===== config.mk =====
export PLATFORM = sky130hd
export DESIGN_NAME = lnb_supply_ctrl
export DESIGN_NICKNAME = d
export VERILOG_FILES = /design/src/rtl/lnb_supply_pkg.sv /design/src/rtl/lnb_mode_decode.sv /design/src/rtl/lnb_tone_div.sv /design/src/rtl/lnb_supply_ctrl.sv
export SDC_FILE = /design/constraint.sdc
export NUM_CORES = 1
export LEC_CHECK = 0
export BUFFER_PORTS_ARGS = -buffer_cell sky130_fd_sc_hd__buf_2
export CORE_UTILIZATION = 50
export DETAILED_ROUTE_END_ITERATION = 16
export GPL_TIMING_DRIVEN = 1
export PLACE_DENSITY = 0.8
export SYNTH_ARGS = -nofsm -noshare
export SYNTH_HDL_FRONTEND = slang
export SYNTH_SLANG_ARGS = --single-unit

===== constraint.sdc =====
create_clock -name clk -period 1.8 [get_ports clk]
set_input_delay 0.36 -clock clk [delete_from_list [all_inputs] [get_ports clk]]
set_output_delay 0.36 -clock clk [all_outputs]
set_load 0.01 [all_outputs]

===== src/rtl/lnb_supply_pkg.sv =====
package lnb_supply_pkg;
  // Strobes from the mode decoder to the tone datapath
  typedef struct packed {
    logic run;   // tone requested this cycle
    logic halt;  // power off: cut tone immediately
  } toneCmd_t;

  localparam int CODE_W = 2;
endpackage


===== src/rtl/lnb_mode_decode.sv =====
module lnb_mode_decode
  import lnb_supply_pkg::*;
(
  input  logic              clk,
  input  logic              rstN,
  input  logic              enBit,
  input  logic              modeSel,
  input  logic              vhiBit,
  input  logic              dropComp,
  input  logic              txSel,
  input  logic              selPin,
  output logic [CODE_W-1:0] outCode,
  output logic [CODE_W-1:0] boostCode,
  output logic              txEn,
  output logic              rxEn,
  output logic              pwrEn,
  output toneCmd_t          toneCmd
);
  logic outHi;
  logic boostHi;

  always_comb begin
    // In word mode the pin picks the level; in tone mode the bit does.
    outHi   = modeSel ? selPin : vhiBit;
    // In word mode the bit forces the boost rail high.
    boostHi = modeSel ? (selPin | vhiBit) : vhiBit;
    toneCmd.run  = enBit & ~modeSel & selPin;
    toneCmd.halt = ~enBit;
  end

  always_ff @(posedge clk or negedge rstN) begin
    if (!rstN) begin
      outCode   <= '0;
      boostCode <= '0;
      txEn      <= 1'b0;
      rxEn      <= 1'b0;
      pwrEn     <= 1'b0;
    end else if (!enBit) begin
      outCode   <= '0;
      boostCode <= '0;
      txEn      <= 1'b0;
      rxEn      <= 1'b0;
      pwrEn     <= 1'b0;
    end else begin
      outCode   <= {outHi, dropComp};
      boostCode <= {boostHi, dropComp};
      txEn      <= txSel;
      rxEn      <= ~txSel;
      pwrEn     <= 1'b1;
    end
  end
endmodule


===== src/rtl/lnb_tone_div.sv =====
module lnb_tone_div
  import lnb_supply_pkg::*;
#(
  parameter int CLK_HZ  = 125_000_000,
  parameter int TONE_HZ = 22_000
) (
  input  logic     clk,
  input  logic     rstN,
  input  toneCmd_t toneCmd,
  output logic     toneOut
);
  localparam int HALF = CLK_HZ / (2 * TONE_HZ);
  localparam int CW   = (HALF > 1) ? $clog2(HALF) : 1;
  localparam logic [CW-1:0] LAST = CW'(HALF - 1);

  logic          running;
  logic [CW-1:0] cnt;

  always_ff @(posedge clk or negedge rstN) begin
    if (!rstN) begin
      running <= 1'b0;
      cnt     <= '0;
      toneOut <= 1'b0;
    end else if (toneCmd.halt) begin
      running <= 1'b0;
      cnt     <= '0;
      toneOut <= 1'b0;
    end else if (!running) begin
      if (toneCmd.run) begin
        running <= 1'b1;
        cnt     <= '0;
        toneOut <= 1'b1;
      end
    end else if (!toneOut && !toneCmd.run) begin
      running <= 1'b0;
      cnt     <= '0;
    end else if (cnt == LAST) begin
      cnt     <= '0;
      toneOut <= ~toneOut;
    end else begin
      cnt <= cnt + 1'b1;
    end
  end
endmodule


===== src/rtl/lnb_supply_ctrl.sv =====
module lnb_supply_ctrl
  import lnb_supply_pkg::*;
#(
  parameter int CLK_HZ  = 125_000_000,
  parameter int TONE_HZ = 22_000
) (
  input  logic       clk,
  input  logic       rstN,
  input  logic       enBit,
  input  logic       modeSel,
  input  logic       vhiBit,
  input  logic       dropComp,
  input  logic       txSel,
  input  logic       selPin,
  output logic [1:0] outCode,
  output logic [1:0] boostCode,
  output logic       toneOut,
  output logic       txEn,
  output logic       rxEn,
  output logic       pwrEn
);
  toneCmd_t toneCmd;

  lnb_mode_decode decode_i (
    .clk(clk), .rstN(rstN), .enBit(enBit), .modeSel(modeSel),
    .vhiBit(vhiBit), .dropComp(dropComp), .txSel(txSel), .selPin(selPin),
    .outCode(outCode), .boostCode(boostCode), .txEn(txEn), .rxEn(rxEn),
    .pwrEn(pwrEn), .toneCmd(toneCmd)
  );

  lnb_tone_div #(.CLK_HZ(CLK_HZ), .TONE_HZ(TONE_HZ)) tone_i (
    .clk(clk), .rstN(rstN), .toneCmd(toneCmd), .toneOut(toneOut)
  );
endmodule


==> impl_metrics.tcl, run 1 <==
set metrics [dict create \
    hp-class "in -> reg" \
    slew_viol_final 0 \
    gp_congestion 0.872 \
    clkLatencyLatePin_ns 0.30 \
    ys_top_cells_by_area "dfrtp_1, a22o_1, a31oi_1" \
    synth_ff_type "dfrtp_1" \
    grt_max_degree 21 \
    die_w_um 47.1 \
    num_vias 859 \
    power_density_nw_per_um2 638 \
    hold_viol_final 0 \
    areaGrowthSynthToFinish_pct 14.9 \
    yosys.area.top_type "dfrtp_1" \
    crit_fanout 9 \
    std_cell_rows 15 \
    clock_skew_ns 0.0142 \
    netlist_area_um2 1020 \
    antenna_cells 0 \
    fin_total_pwr_w 0.000746 \
    cp_num_buf_inv 1 \
    port_buffers 15 \
    cp.arrival_ns 1.93 \
    cts.sink_count 20 \
    die_area_um2 2220 \
    place_area_um2 1120 \
    power.leakage_nw 0.559 \
    finalSetupTns_ns 0 \
    antenna_found_initial 0 \
    synth.most_common_cell "dfrtp_1" \
    setup_viol 0 \
    slowest_stage "dfrtp_1" \
    drc 0 \
    clk_pin_slew_worst_paths_ns 0.11 \
    synth_seq_cells 20 \
    synth.distinct_cells 33 \
    syn-num-nets 107 \
    wl_per_cell_um 15.7 \
    criticalPathCategory "reg -> reg" \
    clock_path_buffers 2 \
    synth.yosys.seq_area_share_pct 49.1 \
    slowest_delay_ns 0.43 \
    yosysWarnings 0 \
    path_cells "ha_1 > and4_1 > nand4_4 > buf_4 > xor2_1 > a21oi_1" \
    die_h_um 47.1 \
    io_pins 16 \
    crit_required_ns 2.03 \
    status "complete, no violations" \
    maxCapViolCount 0 \
    antenna_left 0 \
    root_buffer "clkbuf_4" \
    synth_edf_count 0 \
    cts_tree "done" \
    slew_headroom_pct 70.1 \
    final_cell_area_um2 1170 \
    routed_via_density 6.18 \
    worstMarginPinSlew_ns 0.448 \
    yosysTopAreaCellShare_pct 49.1 \
    fp.coreArea_um2 1820 \
    wirelength_mm 2.19 \
    end_kind "flop" \
    numCtsBuffers 3 \
    period_share_pct 94.3 \
    crit_family "simple AND/OR/NAND/NOR gates" \
    fmax_ghz 0.589 \
    min_period_ns 1.70 \
    critPathLaunchType "flop" \
    filler_cell_count 168 \
    yosys-top-cells-count "dfrtp_1, a31oi_1, nand2_1" \
    grt_pass1_vias 819 \
    initial_core_util_pct 55.9 \
    dp_hpwl_mm 1.51 \
    drt_iter0_markers 15 \
    grt_overflow 0 \
    drive_gt1_share_pct 22.8 \
    grt_first_pass_wirelength_mm 3.51 \
    async_reset_ff_share_pct 100 \
    htreeDepth 1 \
    grt_usage_pct 22.8 \
    drtPass1Iterations 4 \
    avgSynthCellArea_um2 10.5 \
    peakVddDrop_mv 0.383 \
    fin_nets 126 \
    synthCells 97 \
]
-- power breakdown --
part	switching, W	total [W]	internal, W
clock	0.000131	0.000209	0.0000780
sequential	0.00000668	0.000466	0.000459
combinational	0.0000396	0.0000709	0.0000313
total	0.000178	0.000746	0.000569
-- worst paths after layout --
path                                start             end  slack, ns  depth (start not counted)
min in group asynchronous            rstN  tone_i.cnt[11]       0.52                          2
max in group asynchronous            rstN   tone_i.cnt[3]       0.95                          2
hold reg to reg            tone_i.running  tone_i.toneOut       0.57                          1
setup reg to reg            tone_i.cnt[0]  tone_i.toneOut       0.10                          6
setup / recovery            tone_i.cnt[0]  tone_i.toneOut       0.10                          6
hold / removal                      txSel   decode_i.rxEn       0.22                          2
-- logic make-up (layout without fill, tap and decap cells) --
family	Yosys count	count (layout)	share of synthesized area, %
flops	20	20	49.1
fa+ha+maj	2	2	2.46
compound gates	27	27	19.4
simple gates	40	40	24.7
xor+xnor	1	1	0.860
buf+inv	7	24	3.44
-- per-stage QoR --
stage	setup WS [ns]	hold WS, ns	std cells	utilization (%)
2_1_floorplan	0.304	0.0644	97	-
3_3_place_gp	0.161	0.322	135	61.5
3_5_place_dp	0.112	0.328	135	61.5
6_report	0.102	0.215	139	64.3
4_1_cts	0.0810	0.207	139	63.3
5_1_grt	-0.00614	0.209	139	64.3
-- metal layers --
metal | up-vias | share of wire (%) | track usage (%) | routed length [um]
li1 | 400 | - | - | -
met1 | 419 | 45 | 30.0 | 982
met2 | 34 | 49 | 36.4 | 1060
met3 | 6 | 4.8 | 3.46 | 106
met4 | 0 | 1.6 | 11.4 | 34
met5 | - | 0 | 0 | 0
-- placed cells by master, fill, tap and decap left out --
cell	count
or3b_2	1
and2_1	2
and2_4	1
nand3b_1	3
a21boi_0	1
inv_1	2
dlygate4sd3_1	1
nand2_1	7
nand3_1	3
a41oi_1	1
nand4_4	1
and2b_1	1
nand4_1	4
nor2b_1	3
a21oi_1	3
and4_1	2
xor2_1	1
o211ai_1	1
nor3b_2	1
o21ai_0	2
a31oi_1	7
a31o_1	4
dfrtp_1	20
buf_2	15
a22o_1	5
ha_1	2
nor2_1	5
and3_1	4
clkbuf_4	3
o21a_1	1
o211a_1	1
nor4b_4	1
buf_4	3
o311ai_0	1
nor3_1	1
-- area by class of cell --
type,instances,area [um2],area share [%]
Clock buffer,3,22.5,1.93
Inverter,2,7.51,0.642
Multi-Input combinational cell,70,500,42.8
Sequential cell,20,500,42.8
Tap cell,25,31.3,2.67
Timing Repair Buffer,19,108,9.20
-- state kept, by name, summed over array words and instances (netlist names) --
| register | flops |
|---|---|
| decode_i.rxEn | 1 |
| tone_i.running | 1 |
| decode_i.txEn | 1 |
| tone_i.toneOut | 1 |
| decode_i.outCode | 2 |
| decode_i.boostCode | 1 |
| decode_i.pwrEn | 1 |
| tone_i.cnt | 12 |
-- what timing repair did --
action,4_1_cts,5_1_grt
hold buffers,1,0
hold endpoints to repair,10,0
gates resized for setup,0,2
setup endpoints to repair,0,8
setup buffers,0,0
Power figures use the tool's default switching activity.
==> inputs of run 2 (changes only) <==
--- a/config.mk
+++ b/config.mk
@@ -10,6 +10,7 @@
 export DETAILED_ROUTE_END_ITERATION = 16
 export GPL_TIMING_DRIVEN = 1
 export PLACE_DENSITY = 0.8
+export SLEW_MARGIN = 20
 export SYNTH_ARGS = -nofsm -noshare
 export SYNTH_HDL_FRONTEND = slang
 export SYNTH_SLANG_ARGS = --single-unit
==> constraint.sdc (replaced) <==
create_clock -name clk -period 1.8 [get_ports clk]
set_input_delay 0.36 -clock clk [delete_from_list [all_inputs] [get_ports clk]]
set_output_delay 0.36 -clock clk [all_outputs]
set_load 0.1 [all_outputs]
==> run 2 against run 1 <==
  * Hold slack worse by 0.0020 ns
  * Clock power grew 72%
  * Largest cell class unchanged
  * Power grew 30%
  * Largest power group unchanged
  * Flip-flop and latch count unchanged
  * Highest routed layer unchanged
  * Sequential power hardly changed
  * Wire length is 13% lower
  * Sequential share of layout area is 0.39 points lower
==> impl_metrics.tcl, run 2 (synthesized netlist as in run 1, its figures left out) <==
set metrics [dict create \
    power_density_nw_per_um2 817 \
    top_usage_layer "met2" \
    root_buffer "clkbuf_4" \
    num_vias 813 \
    areaGrowthSynthToFinish_pct 16.2 \
    gr-usage-met3_pct 2.31 \
    hp-class "in -> reg" \
    final_cell_mix "dfrtp_1, buf_2, a31oi_1, nand2_1" \
    crit_fanout 9 \
    period_share_pct 92.6 \
    fin_nets 126 \
    grt_util_met1_pct 28.0 \
    cts.sink_count 20 \
    wirelength_mm 1.90 \
    criticalPathCategory "reg -> reg" \
    crit_required_ns 1.98 \
    antenna_left 0 \
    filler_cell_count 156 \
    power.leakage_nw 0.581 \
    maxCapViolCount 0 \
    top_register "tone_i.cnt" \
    worstMarginPinSlew_ns 0.487 \
    numCtsBuffers 3 \
    drive_gt1_share_pct 24.3 \
    grt_pass1_vias 745 \
    drc 0 \
    initial_core_util_pct 55.9 \
    grt_usage_pct 20.2 \
    status "complete, no violations" \
    peakVddDrop_mv 0.445 \
    largest_reg_flops 12 \
    htreeDepth 1 \
    clk_pin_slew_worst_paths_ns 0.12 \
    gp_congestion 0.874 \
    fmax_ghz 0.600 \
    grt_overflow 0 \
    drtPass1Iterations 4 \
    largestRegisters "tone_i.cnt: 12 flops, decode_i.outCode: 2 flops" \
    cts_tree "done" \
    hold_viol_final 0 \
    slew_headroom_pct 67.8 \
    drt_iter0_markers 10 \
    seq_area_um2 502 \
    finalSetupTns_ns 0 \
    rsz0062_at_grt "false" \
    clock_path_buffers 2 \
    min_period_ns 1.67 \
    routed_via_density 5.81 \
    std_cell_rows 15 \
    clock_skew_ns 0.00288 \
    met2_usage_pct 32.8 \
    die_area_um2 2220 \
    die_h_um 47.1 \
    grt_max_degree 21 \
    die_w_um 47.1 \
    end_kind "flop" \
    wl_per_cell_um 13.6 \
    grt_first_pass_wirelength_mm 3.17 \
    hold_ws_ns 0.213 \
    antenna_cells 0 \
    dp_hpwl_mm 1.39 \
    multi_input_area_um2 483 \
    setup_viol 0 \
    clkLatencyLatePin_ns 0.29 \
    cts_setup_buffers 0 \
    antenna_found_initial 0 \
    final_common_cell "dfrtp_1" \
    critPathLaunchType "flop" \
    cp.arrival_ns 1.84 \
    io_pins 16 \
    slew_viol_final 0 \
    fp.coreArea_um2 1820 \
    port_buffers 15 \
]
run 2: changes by cell type in the layout (fill, tap and decap cells not counted), sizes merged:
cell,before,now
bufinv,0,1
run 2: area by class of cell:
class	count	share of cell area, %
Timing Repair Buffer	19	9.09
Inverter	2	0.634
Tap cell	25	2.64
Multi-Input combinational cell	70	40.8
Sequential cell	20	42.4
Clock inverter	1	2.54
Clock buffer	3	1.90
run 2: power breakdown:
group | internal [W] | switching (W)
Sequential | 0.000460 | 0.00000590
Combinational | 0.0000313 | 0.000110
Clock | 0.000225 | 0.000135
Total | 0.000716 | 0.000251
run 2: repair_timing:
item | CTS | global route
resized for setup | 0 | 0
endpoints found under the hold margin | 20 | 0
hold buffers | 1 | 0
run 2: per-stage QoR:
step                      utilization (%)  cells  total power, W  setup WS, ns  instance area [um2]
after floorplan                         -     97        0.000579         0.116                 1020
after global placement               61.6    135        0.000613         0.160                 1120
after detailed placement             61.6    135        0.000614         0.144                 1120
after CTS                            65.0    140        0.000977         0.123                 1180
after global routing                 65.0    140         0.00101        0.0168                 1180
final                                65.0    140        0.000967         0.134                 1180
run 2: metal layers:
metal  routed length, um  vias to the layer above  share of wire, %
met5                   0                        -                 0
met4                  12                        0              0.63
met3                  42                        2               2.2
met2                 935                       12                49
met1                 912                      394                48
li1                    -                      405                 -
run 2: worst paths after layout:
check / to / cells past startpoint / from / slack, ns
setup / recovery: tone_i.cnt[7] / 5 / tone_i.cnt[5] / 0.13
hold / removal: decode_i.rxEn / 2 / txSel / 0.21
setup reg to reg: tone_i.cnt[7] / 5 / tone_i.cnt[5] / 0.13
hold reg to reg: tone_i.toneOut / 1 / tone_i.running / 0.54
max in group asynchronous: tone_i.toneOut / 2 / rstN / 0.94
min in group asynchronous: decode_i.pwrEn / 2 / rstN / 0.53
run 2: critical path: stages, from the launching register on:
cell	delay, ns
dfrtp_1	0.45
nor4b_2	0.34
nand4_2	0.27
buf_4	0.25
a41oi_1	0.19
a31oi_1	0.06
==> inputs of run 3 (changes only) <==
--- a/config.mk
+++ b/config.mk
@@ -8,8 +8,9 @@
 export BUFFER_PORTS_ARGS = -buffer_cell sky130_fd_sc_hd__buf_2
 export CORE_UTILIZATION = 50
 export DETAILED_ROUTE_END_ITERATION = 16
-export GPL_TIMING_DRIVEN = 1
+export GPL_TIMING_DRIVEN = 0
 export PLACE_DENSITY = 0.8
+export RECOVER_POWER = 50
 export SLEW_MARGIN = 20
 export SYNTH_ARGS = -nofsm -noshare
 export SYNTH_HDL_FRONTEND = slang
==> run 3 against run 2 <==
  * Utilization increased by 0.069 points
  * Setup slack got worse by 0.025 ns
  * Flip-flop and latch count unchanged
  * Critical endpoint unchanged
  * Highest routed layer unchanged
==> impl_metrics.tcl, run 3 (synthesized netlist as in run 1, its figures left out) <==
set metrics [dict create \
    status "complete, no violations" \
    criticalPathCategory "reg -> reg" \
    critPathLaunchType "flop" \
    final_common_cell "dfrtp_1" \
    crit_fanout 10 \
    grt_pass1_vias 731 \
    grt_usage_pct 21.4 \
    fin_nets 128 \
    rsz0062_at_grt "false" \
    crit_required_ns 1.99 \
    end_kind "flop" \
    port_buffers 15 \
    antenna_cells 0 \
    grt_overflow 0 \
    std_cell_rows 15 \
    hp-class "in -> reg" \
    power.leakage_nw 0.585 \
    period_share_pct 94.0 \
    initial_core_util_pct 55.9 \
    cp.arrival_ns 1.88 \
    final_cell_mix "dfrtp_1, buf_2, a31oi_1, nand2_1" \
    drc 0 \
    routed_via_density 5.94 \
    min_period_ns 1.69 \
    wirelength_mm 1.98 \
    pwr-share-seq_pct 48.2 \
    clock_path_buffers 2 \
    combPwrFrac_pct 14.4 \
    antenna_left 0 \
    p_sw_share_pct 26.1 \
    clock_skew_ns 0.00870 \
    maxCapViolCount 0 \
    largest_reg_flops 12 \
    power_frac_clock_pct 37.4 \
    cts_tree "done" \
    drt_iter0_markers 29 \
    num_vias 844 \
    largestRegisters "tone_i.cnt: 12 flops, decode_i.outCode: 2 flops" \
    io_pins 16 \
    fp.coreArea_um2 1820 \
    top_register "tone_i.cnt" \
    die_w_um 47.1 \
    numCtsBuffers 3 \
    drtPass1Iterations 5 \
    setup_viol 0 \
    power_density_nw_per_um2 815 \
    slew_headroom_pct 32.3 \
    filler_cell_count 148 \
    root_buffer "clkbuf_4" \
    grt_max_degree 21 \
    areaGrowthSynthToFinish_pct 16.3 \
    clk_pin_slew_worst_paths_ns 0.11 \
    gp_congestion 0.810 \
    antenna_found_initial 0 \
    slowest_delay_ns 0.41 \
    grt_first_pass_wirelength_mm 3.22 \
    final_cell_area_um2 1180 \
    hold_viol_final 0 \
    die_h_um 47.1 \
    worstMarginPinSlew_ns 1.02 \
    peakVddDrop_mv 0.709 \
    htreeDepth 1 \
    switching_power_w 0.000252 \
    finalSetupTns_ns 0 \
    drive_gt1_share_pct 23.1 \
    path_cells "ha_1 > and4_1 > nand4_2 > buf_2 > a41oi_1 > a31oi_1" \
    die_area_um2 2220 \
    slowest_stage "dfrtp_1" \
    place_area_um2 1130 \
    fmax_ghz 0.591 \
    clkLatencyLatePin_ns 0.30 \
    dp_hpwl_mm 1.36 \
    fin_total_pwr_w 0.000966 \
    cts.sink_count 20 \
    wl_per_cell_um 13.9 \
    cts_setup_buffers 0 \
    slew_viol_final 0 \
    internal_power_w 0.000714 \
]
[run 3: cell count changes in the layout (fill, tap and decap cells not counted), sizes merged]
cell    delta
clkbuf     +2
[run 3: power by group through the flow]
| stage | clock [W] | sequential, W | combinational [W] |
|---|---|---|---|
| after floorplan | 0 | 0.000541 | 0.0000376 |
| after global placement | 0 | 0.000474 | 0.000138 |
| after detailed placement | 0 | 0.000474 | 0.000139 |
| after CTS | 0.000372 | 0.000466 | 0.000142 |
| after global routing | 0.000395 | 0.000468 | 0.000149 |
| final | 0.000361 | 0.000466 | 0.000139 |
[run 3: metrics by stage]
stage / cells / hold WS [ns] / worst slack (ns) / utilization [%]
final: 142 / 0.199 / 0.109 / 65.1
after global routing: 142 / 0.171 / 0.0447 / 65.1
after CTS: 142 / 0.192 / 0.134 / 65.3
after detailed placement: 137 / 0.323 / 0.156 / 61.9
after global placement: 137 / 0.323 / 0.162 / 61.9
after floorplan: 97 / 0.0644 / 0.116 / -
[run 3: path summary, 6_finish.rpt]
check,from,end,slack [ns],cells after the start
worst max-delay path,tone_i.cnt[0],tone_i.cnt[7],0.11,6
worst min-delay path,txSel,decode_i.rxEn,0.20,2
worst max register to register,tone_i.cnt[0],tone_i.cnt[7],0.11,6
worst min register to register,tone_i.running,tone_i.toneOut,0.52,1
max in group asynchronous,rstN,decode_i.boostCode[1],0.44,2
min in group asynchronous,rstN,tone_i.cnt[5],0.75,2
[run 3: cell type report]
type                            count  area (um2)  share of cell area [%]
Buffer                              5        27.5                    2.32
Clock buffer                        3        22.5                    1.90
Clock inverter                      1        30.0                    2.53
Inverter                            2        7.51                   0.634
Multi-Input combinational cell     70         483                    40.8
Sequential cell                    20         500                    42.2
Tap cell                           25        31.3                    2.64
Timing Repair Buffer               16        82.6                    6.97
[run 3: routing by layer]
layer,up-vias,GRT usage [%],part of all wire [%]
met3,8,6.92,4.4
li1,407,-,-
met5,-,0,0
met1,403,27.8,48
met2,26,32.8,46
met4,0,9.14,2.0
[run 3: worst max-delay path: cells and delay by family (launching register included)]
kind	cells	cell delay, ns
flip-flops	1	0.41
adder cells (fa/ha/maj)	1	0.19
buffers and inverters	1	0.26
AND/OR/NAND/NOR	2	0.46
AO/OA/AOI/OAI	2	0.26
[run 3: timing repair]
item	in CTS	in global routing
endpoints found under the setup margin	0	0
endpoints found under the hold margin	20	0
hold buffers	1	0
gates resized for setup	0	0
